==> src/rtl/gpio_hwport_pkg.sv <==
package gpio_hwport_pkg;

    localparam int ADDR_W  = 8;
    localparam int LOGIC_W = 32;
    localparam int HALF_W  = LOGIC_W / 2;

    localparam logic [ADDR_W-1:0] A_OUT_LO = 8'h00;
    localparam logic [ADDR_W-1:0] A_OUT_HI = 8'h04;
    localparam logic [ADDR_W-1:0] A_DIR_LO = 8'h08;
    localparam logic [ADDR_W-1:0] A_DIR_HI = 8'h0C;
    localparam logic [ADDR_W-1:0] A_EXT    = 8'h70;
    localparam logic [ADDR_W-1:0] A_ID     = 8'h78;

    localparam logic [LOGIC_W-1:0] ID_WORD = 32'h01000C2B;

    typedef enum logic {
        ST_IDLE,
        ST_ACK
    } bus_state_e;

    typedef enum logic [2:0] {
        TGT_NONE,
        TGT_OUT_LO,
        TGT_OUT_HI,
        TGT_DIR_LO,
        TGT_DIR_HI,
        TGT_EXT,
        TGT_ID
    } target_e;

    function automatic target_e decode_addr(input logic [ADDR_W-1:0] a);
        target_e t;
        unique case (a)
            A_OUT_LO: t = TGT_OUT_LO;
            A_OUT_HI: t = TGT_OUT_HI;
            A_DIR_LO: t = TGT_DIR_LO;
            A_DIR_HI: t = TGT_DIR_HI;
            A_EXT:    t = TGT_EXT;
            A_ID:     t = TGT_ID;
            default:  t = TGT_NONE;
        endcase
        return t;
    endfunction

endpackage

==> src/rtl/gpio_halfword_reg.sv <==
module gpio_halfword_reg #(
    parameter int LOGIC_W = 32
) (
    input  logic               clk,
    input  logic               rst_n,
    input  logic               wr_lo,
    input  logic               wr_hi,
    input  logic [LOGIC_W-1:0] wdata,
    output logic [LOGIC_W-1:0] q
);
    localparam int HALF_W = LOGIC_W / 2;

    logic [1:0] wr_half;
    assign wr_half = {wr_hi, wr_lo};

    for (genvar h = 0; h < 2; h++) begin : g_half
        for (genvar b = 0; b < HALF_W; b++) begin : g_bit
            always_ff @(posedge clk or negedge rst_n) begin
                if (!rst_n) begin
                    q[h*HALF_W + b] <= 1'b0;
                end else if (wr_half[h] && wdata[HALF_W + b]) begin
                    q[h*HALF_W + b] <= wdata[b];
                end
            end
        end
    end

    // no strobe, no change
    p_idle_hold_r2: assert property (@(posedge clk) disable iff (!rst_n)
        (!wr_lo && !wr_hi) |=> $stable(q));

    // a high-half write leaves the low half alone
    p_lo_untouched_r3: assert property (@(posedge clk) disable iff (!rst_n)
        (wr_hi && !wr_lo) |=> $stable(q[HALF_W-1:0]));

    // a low-half write leaves the high half alone
    p_hi_untouched_r3: assert property (@(posedge clk) disable iff (!rst_n)
        (wr_lo && !wr_hi) |=> $stable(q[LOGIC_W-1:HALF_W]));

    // an all-zero mask changes nothing
    p_zero_mask_r2: assert property (@(posedge clk) disable iff (!rst_n)
        (wdata[LOGIC_W-1:HALF_W] == '0) |=> $stable(q));

endmodule

==> src/rtl/gpio_in_sync.sv <==
module gpio_in_sync #(
    parameter int WIDTH  = 32,
    parameter int STAGES = 2
) (
    input  logic             clk,
    input  logic             rst_n,
    input  logic [WIDTH-1:0] d,
    output logic [WIDTH-1:0] q
);
    logic [WIDTH-1:0] stage_q [STAGES];

    for (genvar s = 0; s < STAGES; s++) begin : g_stage
        always_ff @(posedge clk or negedge rst_n) begin
            if (!rst_n) begin
                stage_q[s] <= '0;
            end else if (s == 0) begin
                stage_q[s] <= d;
            end else begin
                stage_q[s] <= stage_q[(s == 0) ? 0 : s-1];
            end
        end
    end

    assign q = stage_q[STAGES-1];

    // Warm-up counter so the latency check never looks before reset
    logic [1:0] warm_q;
    always_ff @(posedge clk or negedge rst_n) begin
        if (!rst_n)              warm_q <= '0;
        else if (warm_q != 2'd3) warm_q <= warm_q + 2'd1;
    end

    // two-edge latency from pad to synchronized level
    p_sync_latency_r7: assert property (@(posedge clk) disable iff (!rst_n)
        (warm_q == 2'd3) |-> (q == $past(d, 2)));

endmodule

==> src/rtl/gpio_bus_fsm.sv <==
module gpio_bus_fsm
    import gpio_hwport_pkg::*;
#(
    parameter int LOGIC_W = 32
) (
    input  logic               clk,
    input  logic               rst_n,
    input  logic               bus_sel,
    input  logic               bus_wr,
    input  logic [ADDR_W-1:0]  bus_addr,
    input  logic [LOGIC_W-1:0] out_q,
    input  logic [LOGIC_W-1:0] dir_q,
    input  logic [LOGIC_W-1:0] ext_q,
    output logic               wr_out_lo,
    output logic               wr_out_hi,
    output logic               wr_dir_lo,
    output logic               wr_dir_hi,
    output logic               bus_ack,
    output logic [LOGIC_W-1:0] bus_rdata
);
    localparam int H = LOGIC_W / 2;

    bus_state_e         state_q, state_nx;
    target_e            tgt;
    logic               accept;
    logic [LOGIC_W-1:0] rd_mux;
    logic [LOGIC_W-1:0] rdata_q;

    assign tgt    = decode_addr(bus_addr);
    assign accept = (state_q == ST_IDLE) && bus_sel;

    // State register
    always_ff @(posedge clk or negedge rst_n) begin
        if (!rst_n) state_q <= ST_IDLE;
        else        state_q <= state_nx;
    end

    // Transitions: accept (IDLE->ACK), release (ACK->IDLE)
    always_comb begin
        state_nx = state_q;
        unique case (state_q)
            ST_IDLE: if (bus_sel) state_nx = ST_ACK;
            ST_ACK:  state_nx = ST_IDLE;
        endcase
    end

    // Outputs
    always_comb begin
        wr_out_lo = 1'b0;
        wr_out_hi = 1'b0;
        wr_dir_lo = 1'b0;
        wr_dir_hi = 1'b0;
        if (accept && bus_wr) begin
            unique case (tgt)
                TGT_OUT_LO: wr_out_lo = 1'b1;
                TGT_OUT_HI: wr_out_hi = 1'b1;
                TGT_DIR_LO: wr_dir_lo = 1'b1;
                TGT_DIR_HI: wr_dir_hi = 1'b1;
                default: ;
            endcase
        end
        unique case (tgt)
            TGT_OUT_LO: rd_mux = {{H{1'b0}}, out_q[H-1:0]};
            TGT_OUT_HI: rd_mux = {{H{1'b0}}, out_q[LOGIC_W-1:H]};
            TGT_DIR_LO: rd_mux = {{H{1'b0}}, dir_q[H-1:0]};
            TGT_DIR_HI: rd_mux = {{H{1'b0}}, dir_q[LOGIC_W-1:H]};
            TGT_EXT:    rd_mux = ext_q;
            TGT_ID:     rd_mux = ID_WORD;
            default:    rd_mux = '0;
        endcase
    end

    always_ff @(posedge clk or negedge rst_n) begin
        if (!rst_n)      rdata_q <= '0;
        else if (accept) rdata_q <= bus_wr ? '0 : rd_mux;
    end

    assign bus_ack   = (state_q == ST_ACK);
    assign bus_rdata = rdata_q;

    // acknowledge is a one-cycle pulse
    p_ack_pulse_r9: assert property (@(posedge clk) disable iff (!rst_n)
        bus_ack |=> !bus_ack);

    // an accepted request is acknowledged next cycle
    p_ack_follows_r9: assert property (@(posedge clk) disable iff (!rst_n)
        (!bus_ack && bus_sel) |=> bus_ack);

    // no acknowledge without a request
    p_no_spurious_r9: assert property (@(posedge clk) disable iff (!rst_n)
        (!bus_sel) |=> !bus_ack);

    // at most one write strobe per cycle
    p_one_strobe_r9: assert property (@(posedge clk) disable iff (!rst_n)
        $onehot0({wr_out_lo, wr_out_hi, wr_dir_lo, wr_dir_hi}));

endmodule

==> src/rtl/gpio_hwport.sv <==
module gpio_hwport
    import gpio_hwport_pkg::*;
(
    input  logic               clk,
    input  logic               rst_n,
    input  logic               bus_sel,
    input  logic               bus_wr,
    input  logic [ADDR_W-1:0]  bus_addr,
    input  logic [LOGIC_W-1:0] bus_wdata,
    output logic               bus_ack,
    output logic [LOGIC_W-1:0] bus_rdata,
    input  logic [LOGIC_W-1:0] pin_in,
    output logic [LOGIC_W-1:0] pin_out,
    output logic [LOGIC_W-1:0] pin_oe
);
    logic wr_out_lo, wr_out_hi, wr_dir_lo, wr_dir_hi;
    logic [LOGIC_W-1:0] out_q, dir_q, ext_q;

    gpio_in_sync #(.WIDTH(LOGIC_W), .STAGES(2)) u_sync (
        .clk(clk), .rst_n(rst_n), .d(pin_in), .q(ext_q)
    );

    gpio_halfword_reg #(.LOGIC_W(LOGIC_W)) u_out_reg (
        .clk(clk), .rst_n(rst_n), .wr_lo(wr_out_lo), .wr_hi(wr_out_hi),
        .wdata(bus_wdata), .q(out_q)
    );

    gpio_halfword_reg #(.LOGIC_W(LOGIC_W)) u_dir_reg (
        .clk(clk), .rst_n(rst_n), .wr_lo(wr_dir_lo), .wr_hi(wr_dir_hi),
        .wdata(bus_wdata), .q(dir_q)
    );

    gpio_bus_fsm #(.LOGIC_W(LOGIC_W)) u_fsm (
        .clk(clk), .rst_n(rst_n),
        .bus_sel(bus_sel), .bus_wr(bus_wr), .bus_addr(bus_addr),
        .out_q(out_q), .dir_q(dir_q), .ext_q(ext_q),
        .wr_out_lo(wr_out_lo), .wr_out_hi(wr_out_hi),
        .wr_dir_lo(wr_dir_lo), .wr_dir_hi(wr_dir_hi),
        .bus_ack(bus_ack), .bus_rdata(bus_rdata)
    );

    assign pin_out = out_q;
    assign pin_oe  = dir_q;

    // pad outputs only move on an acknowledged write cycle
    p_pads_stable_r5: assert property (@(posedge clk) disable iff (!rst_n)
        !(bus_sel && bus_wr && !bus_ack) |=> ($stable(pin_out) && $stable(pin_oe)));

endmodule

==> config.mk <==
export PLATFORM = sky130hd
export DESIGN_NAME = gpio_hwport
export DESIGN_NICKNAME = d
export VERILOG_FILES = /design/src/rtl/gpio_hwport_pkg.sv /design/src/rtl/gpio_halfword_reg.sv /design/src/rtl/gpio_in_sync.sv /design/src/rtl/gpio_bus_fsm.sv /design/src/rtl/gpio_hwport.sv
export SDC_FILE = /design/constraint.sdc
export NUM_CORES = 1
export LEC_CHECK = 0
export ABC_AREA = 0
export BUFFER_PORTS_ARGS = -buffer_cell sky130_fd_sc_hd__buf_2
export CAP_MARGIN = 40
export CORE_UTILIZATION = 39
export DETAILED_ROUTE_END_ITERATION = 6
export GPL_TIMING_DRIVEN = 0
export MAX_ROUTING_LAYER = met4
export PLACE_DENSITY_LB_ADDON = 0.2
export SETUP_SLACK_MARGIN = 0.4
export SLEW_MARGIN = 20
export SYNTH_ARGS = -nofsm -noshare
export SYNTH_HDL_FRONTEND = slang
export SYNTH_SLANG_ARGS = --single-unit
==> constraint.sdc <==
create_clock -name clk -period 4.55 [get_ports clk]
set_input_delay 0.6825 -clock clk [delete_from_list [all_inputs] [get_ports clk]]
set_output_delay 0.6825 -clock clk [all_outputs]
set_load 0.1 [all_outputs]
==> metrics, run 1 <==
EDFF count, synth 0; Post-CTS Setup Inserts 0; Int Pwr roughly 2.4 mW; Worst Path Max Fanout 10; GRT Resource Usage Total between 20% and 30%; die height ~130 um; synth warn 0; Post-Syn Nets 524; slowest CP cell nor3_1; First DRT Iteration DRCs between 200 and 250; DP HPWL 11.5 mm; FF-to-FF Start u_fsm.bus_ack$_DFF_PN0_; first-pass GRT wire length 25.3 mm; met3 Use GR around 6.0%; vias in the first global route approximately 4700; Worst-path clk slew 60 ps; # fillers between 1000 and 1500; post-route ant nets 0; crit path time final 2780 ps; Synth area leader dfrtp_1; Hold Crit Class input pin to asynchronous set/reset pin; share of layout cells above drive strength 1 approximately 40%; Layout area overhead 29.0%; IO Pins between 150 and 200; Avg Cell Area, Syn 13.9 um^2; gr ovfl total 0; CTS tree yes; CTS root buf clkbuf_16; CP required between 4000 and 5000 ps; Setup CP Type input pin to register; worst slew pin tran between 800 and 900 ps; CP most frequent cell buf_2; initial antenna violation count 5; Worst-Skew Late Latency around 420 ps; Rel. slew slack 40.4%; Peak VDD IR 358 uV; CTS buffer count 17; FFs w/ async S/R, synth 100%; Seq/Total Area, Yosys around 65%; DRC 0; IO buf count ~170; # clock sinks roughly 160; final core occ approximately 52%; DR WL/cell ~19 um; met1 Use GR roughly a quarter; Gate power share under 10%; global-route met2 utilization around a third; dominant cells by area after synthesis dfrtp_1 (65%), mux2_2 (7.2%), mux2_1 (5.9%); DRT Pass-1 Iters 4; reg2reg setup slack between 1500 and 2000 ps; worst reg2reg path endpoint u_fsm.bus_rdata[31]$_DFFE_PN0P_; ys flop type dfrtp_1; Final Hold Viols 0; critical path startpoint category input pin; setup TNS 0 ps; status finished clean; post-CTS sizing 0; FF+latch count, synth around 160; Vias/cell slightly above 5; Placement Setup Slack approximately 1500 ps; clock network power share between 40% and 50%; Leak approximately 4.1 nW; R2R cell count 5; Die X 129 um; largest net degree at the start of global routing 83; GPL Wtd Cong between 0.8 and 0.9; max-slew violations 0; placed cell count 832; clk buf depth 2; # rows 45; Netlist cell types 34; Core ar. ~15000 um^2; GRT Max-Usage Layer met2; Cell Area, Synth 6250 um^2; Sequential Power Share a little under half; Post-layout nets 717; RSZ-0062 raised after global routing no; Layout Skew 8.56 ps; top cell type's share of synthesized area between 60% and 70%; Final setup viols 0; fin crit share 61.1%; WL final roughly 16 mm; arrival time at the worst endpoint ~3100 ps; slowest stage delay, CP about 760 ps; Synth Instances roughly 450; max_cap viols 0; Switching Fraction 24.3%; Psw about 0.77 mW; Total Power 3.16 mW; worst setup margin 1770 ps; count leader, synth dfrtp_1; top cells by count, synth dfrtp_1 (161), nand2_1 (65), mux2_2 (40); pwr dens between 300 and 400 nW/um^2; fmax between 300 and 400 MHz; critical path endpoint category register; Initial Util about 40%; CP Cell Sequence buf_2 > nor3b_1 > nand2_1 > nor3_1 > buf_2 > a22o_1; htree depth 4; number of hold buffers added after CTS 0; die area 16500 um^2; vias after detailed routing ~4500; Non-Filler Instances 870
## registers in the layout, summed over array words and instances, names as in the netlist
register / flops
u_sync.q: 32
u_fsm.bus_rdata: 32
u_fsm.bus_ack: 1
u_sync.stage_q: 32
u_dir_reg.q: 32
u_out_reg.q: 32
## per-layer routing
layer  vias to the layer above  share of wire (%)  wire (um)
li1                       2033                  -          -
met1                      2278                 42       6930
met2                       153                 49       8100
met3                        29                6.2       1020
met4                         0                2.5        418
met5                         -                  0          0
## worst max-delay path, delay by kind of cell
| kind | cells | cell delay, ps |
|---|---|---|
| buffers and inverters | 2 | 520 |
| AND/OR/NAND/NOR | 3 | 1770 |
| AO/OA/AOI/OAI | 1 | 160 |
## worst max path at each step
| stage | start | to | slack, ps | cells after the start |
|---|---|---|---|---|
| final | bus_wr | u_fsm.bus_rdata[31]$_DFFE_PN0P_ | 1770 | 6 |
| after detailed placement | bus_wr | u_fsm.bus_rdata[21]$_DFFE_PN0P_ | 1470 | 6 |
| after CTS | u_fsm.bus_ack$_DFF_PN0_ | u_fsm.bus_rdata[31]$_DFFE_PN0P_ | 1890 | 5 |
| after floorplan | bus_addr[5] | u_out_reg.q[19]$_DFFE_PN0P_ | 2200 | 6 |
| after global placement | rst_n | u_sync.stage_q[50]$_DFF_PN0_ | 440 | 1 |
| after global routing | u_fsm.bus_ack$_DFF_PN0_ | u_fsm.bus_rdata[22]$_DFFE_PN0P_ | 1690 | 5 |
## cells in the final DEF, fill, tap and decap left out, drive strengths merged, types with 3 or more instances in the layout
cell	instances
clkinv	5
nand2	65
o21ai	11
dfrtp	161
bufinv	3
mux2	80
nand4b	3
nor3	7
a22o	25
nor4b	6
clkbuf	28
a211o	4
nor4	5
a22oi	24
diode	5
inv	9
nor2	6
a21oi	12
buf	183
## through the flow
stage	area (um^2)	hold slack, ps
after floorplan	6250	331
after detailed placement	7420	335
final	8060	231
after global placement	7370	331
after global routing	8060	262
after CTS	8040	252
## power groups by stage
| stage | Clock [mW] | Sequential (mW) | Combinational (mW) |
|---|---|---|---|
| after CTS | 1.53 | 1.48 | 0.197 |
| after global routing | 1.58 | 1.48 | 0.211 |
| after floorplan | 0 | 1.56 | 0.0406 |
| after global placement | 0 | 1.51 | 0.189 |
| after detailed placement | 0 | 1.51 | 0.197 |
| final | 1.49 | 1.48 | 0.194 |
## logic make-up (layout without fill, tap and decap cells)
kind of cell | Yosys count | in the layout | synth area share [%]
other | 0 | 5 | 0
AND/OR/NAND/NOR | 100 | 100 | 8.61
buffers and inverters | 23 | 229 | 2.04
flip-flops | 161 | 161 | 64.5
multiplexers | 80 | 80 | 14.8
AO/OA/AOI/OAI | 84 | 84 | 10.0
## cell type report
cell class	instances	area, um^2	share of cell area, %
sequential	161	4030	50.0
buffer	20	116	1.44
multi-input combinational	264	2100	26.0
inverter	3	11.3	0.140
clock buffer	17	425	5.28
clock inverter	15	195	2.42
timing repair buffer	174	906	11.2
antenna	5	12.5	0.155
tap	211	264	3.28
Note: power is estimated with default switching activity, not from simulation.
==> run 2, diff against run 1 <==
==> constraint.sdc (replaced) <==
create_clock -name clk -period 2.7 [get_ports clk]
set_input_delay 0.405 -clock clk [delete_from_list [all_inputs] [get_ports clk]]
set_output_delay 0.405 -clock clk [all_outputs]
set_load 0.1 [all_outputs]
==> metrics, run 2 (synthesis results as in run 1) <==
setup TNS 0 ps; DP HPWL approximately 12 mm; Total Power between 5 and 6 mW; FF-to-FF Start u_fsm.bus_ack$_DFF_PN0_; Worst Path Max Fanout 10; DRC 0; Worst Hold Slack ~80 ps; Post-layout nets between 700 and 800; gr ovfl total 0; IO buf count 171; Layout Skew slightly below 9 ps; DR WL/cell approximately 19 um; Die X between 100 and 150 um; clk buf depth 2; crit path time final between 2000 and 2500 ps; max_cap viols 0; # rows 45; die area around 17000 um^2; IO Pins roughly 170; Final setup viols 0; dpl cell area about 7400 um^2; CTS tree yes; vias after detailed routing about 4500; GRT Resource Usage Total ~22%; CP Cell Sequence buf_2 > or4_4 > buf_6 > nor4_4 > buf_6 > nand2_1 > mux2_1; RSZ-0062 raised after global routing no; largest net degree at the start of global routing 83; Leak a little over 4 nW; most common cell after layout, fill and taps aside buf_2; share of layout cells above drive strength 1 between 40% and 50%; CTS buffer count 17; most frequent cells in the layout buf_2 (173), dfrtp_1 (161), nand2_1 (65), mux2_2 (40), mux2_1 (33); slowest stage delay, CP just over 600 ps; CTS root buf clkbuf_16; first-pass GRT wire length approximately 25 mm; post-route ant nets 0; worst setup margin roughly 500 ps; CP required 3000 ps; htree depth 4; Final Hold Viols 0; final instance area between 8000 and 9000 um^2; Initial Util 40.5%; Placement Setup Slack -103 ps; worst setup path start bus_addr[5]; Worst-path clk slew about 70 ps; initial antenna violation count 5; status finished clean; Core ar. about 15000 um^2; final core occ 52.4%; CP most frequent cell buf_6; arrival time at the worst endpoint 2500 ps; Non-Filler Instances between 800 and 900; worst slew pin tran between 700 and 800 ps; critical path startpoint category input pin; placed cell count approximately 830; pwr dens 660 nW/um^2; Peak VDD IR between 600 and 700 uV; First DRT Iteration DRCs between 200 and 250; Layout area overhead 29.3%; slowest CP cell nor4_4; hold path startpoint pin_in[11]; cell family with most CP delay simple AND/OR/NAND/NOR gates; Worst-Skew Late Latency ~430 ps; Hold Crit Class input pin to register; vias in the first global route between 4000 and 5000; WL final ~16 mm; die height 129 um; # clock sinks between 150 and 200; fin crit share about 80%; Rel. slew slack between 50% and 60%; Vias/cell around 5.2; critical path endpoint category register; GPL Wtd Cong 0.804; worst path bufs/invs 3; DRT Pass-1 Iters 4; fmax 454 MHz; Setup CP Type input pin to register; max-slew violations 0
==> run 2: changes by cell type in the layout (fill, tap and decap cells not counted) <==
cell	delta
clkbuf_2	+1
nor3_2	+1
nor3b_1	-1
nor3_1	-1
nor3b_2	+1
dlygate4sd3_1	+1
clkbuf_1	-1
==> run 2: worst paths after layout <==
kind	endpoint	cells past startpoint	slack, ps
max	u_dir_reg.q[26]$_DFFE_PN0P_	7	500
min	u_sync.stage_q[43]$_DFF_PN0_	1	80
max reg2reg	u_dir_reg.q[26]$_DFFE_PN0P_	5	580
min reg2reg	u_sync.q[6]$_DFF_PN0_	0	350
max in group asynchronous	u_sync.stage_q[50]$_DFF_PN0_	3	1360
min in group asynchronous	u_dir_reg.q[27]$_DFFE_PN0P_	2	550
==> run 2: per-layer routing <==
metal,vias to the layer above,wire length (um),global-route usage [%]
li1,2037,-,-
met1,2279,6880,25.9
met2,150,8040,34.0
met3,33,1070,5.99
met4,0,469,10.0
met5,-,0,-
==> run 2: area by class of cell <==
class,instances,area [um^2]
timing repair buffer,175,916
multi-input combinational,264,2110
buffer,20,118
clock buffer,17,425
clock inverter,15,195
sequential,161,4030
antenna,5,12.5
tap,211,264
fill,1406,7350
inverter,3,11.3
==> run 2: report_power, final <==
group / switching [mW] / leakage (nW) / total [mW] / internal, mW
Clock: 1.03 / 0.303 / 2.51 / 1.48
Sequential: 0.0233 / 2.10 / 2.50 / 2.47
Combinational: 0.245 / 1.74 / 0.329 / 0.0848
==> run 2: timing repair <==
action	in CTS	in global routing
buffers inserted	0	0
endpoints found under the hold margin	41	0
gates resized for setup	2	2
setup endpoints to repair	15	2
cloned	0	0
hold buffers	1	0
pin swaps	0	0
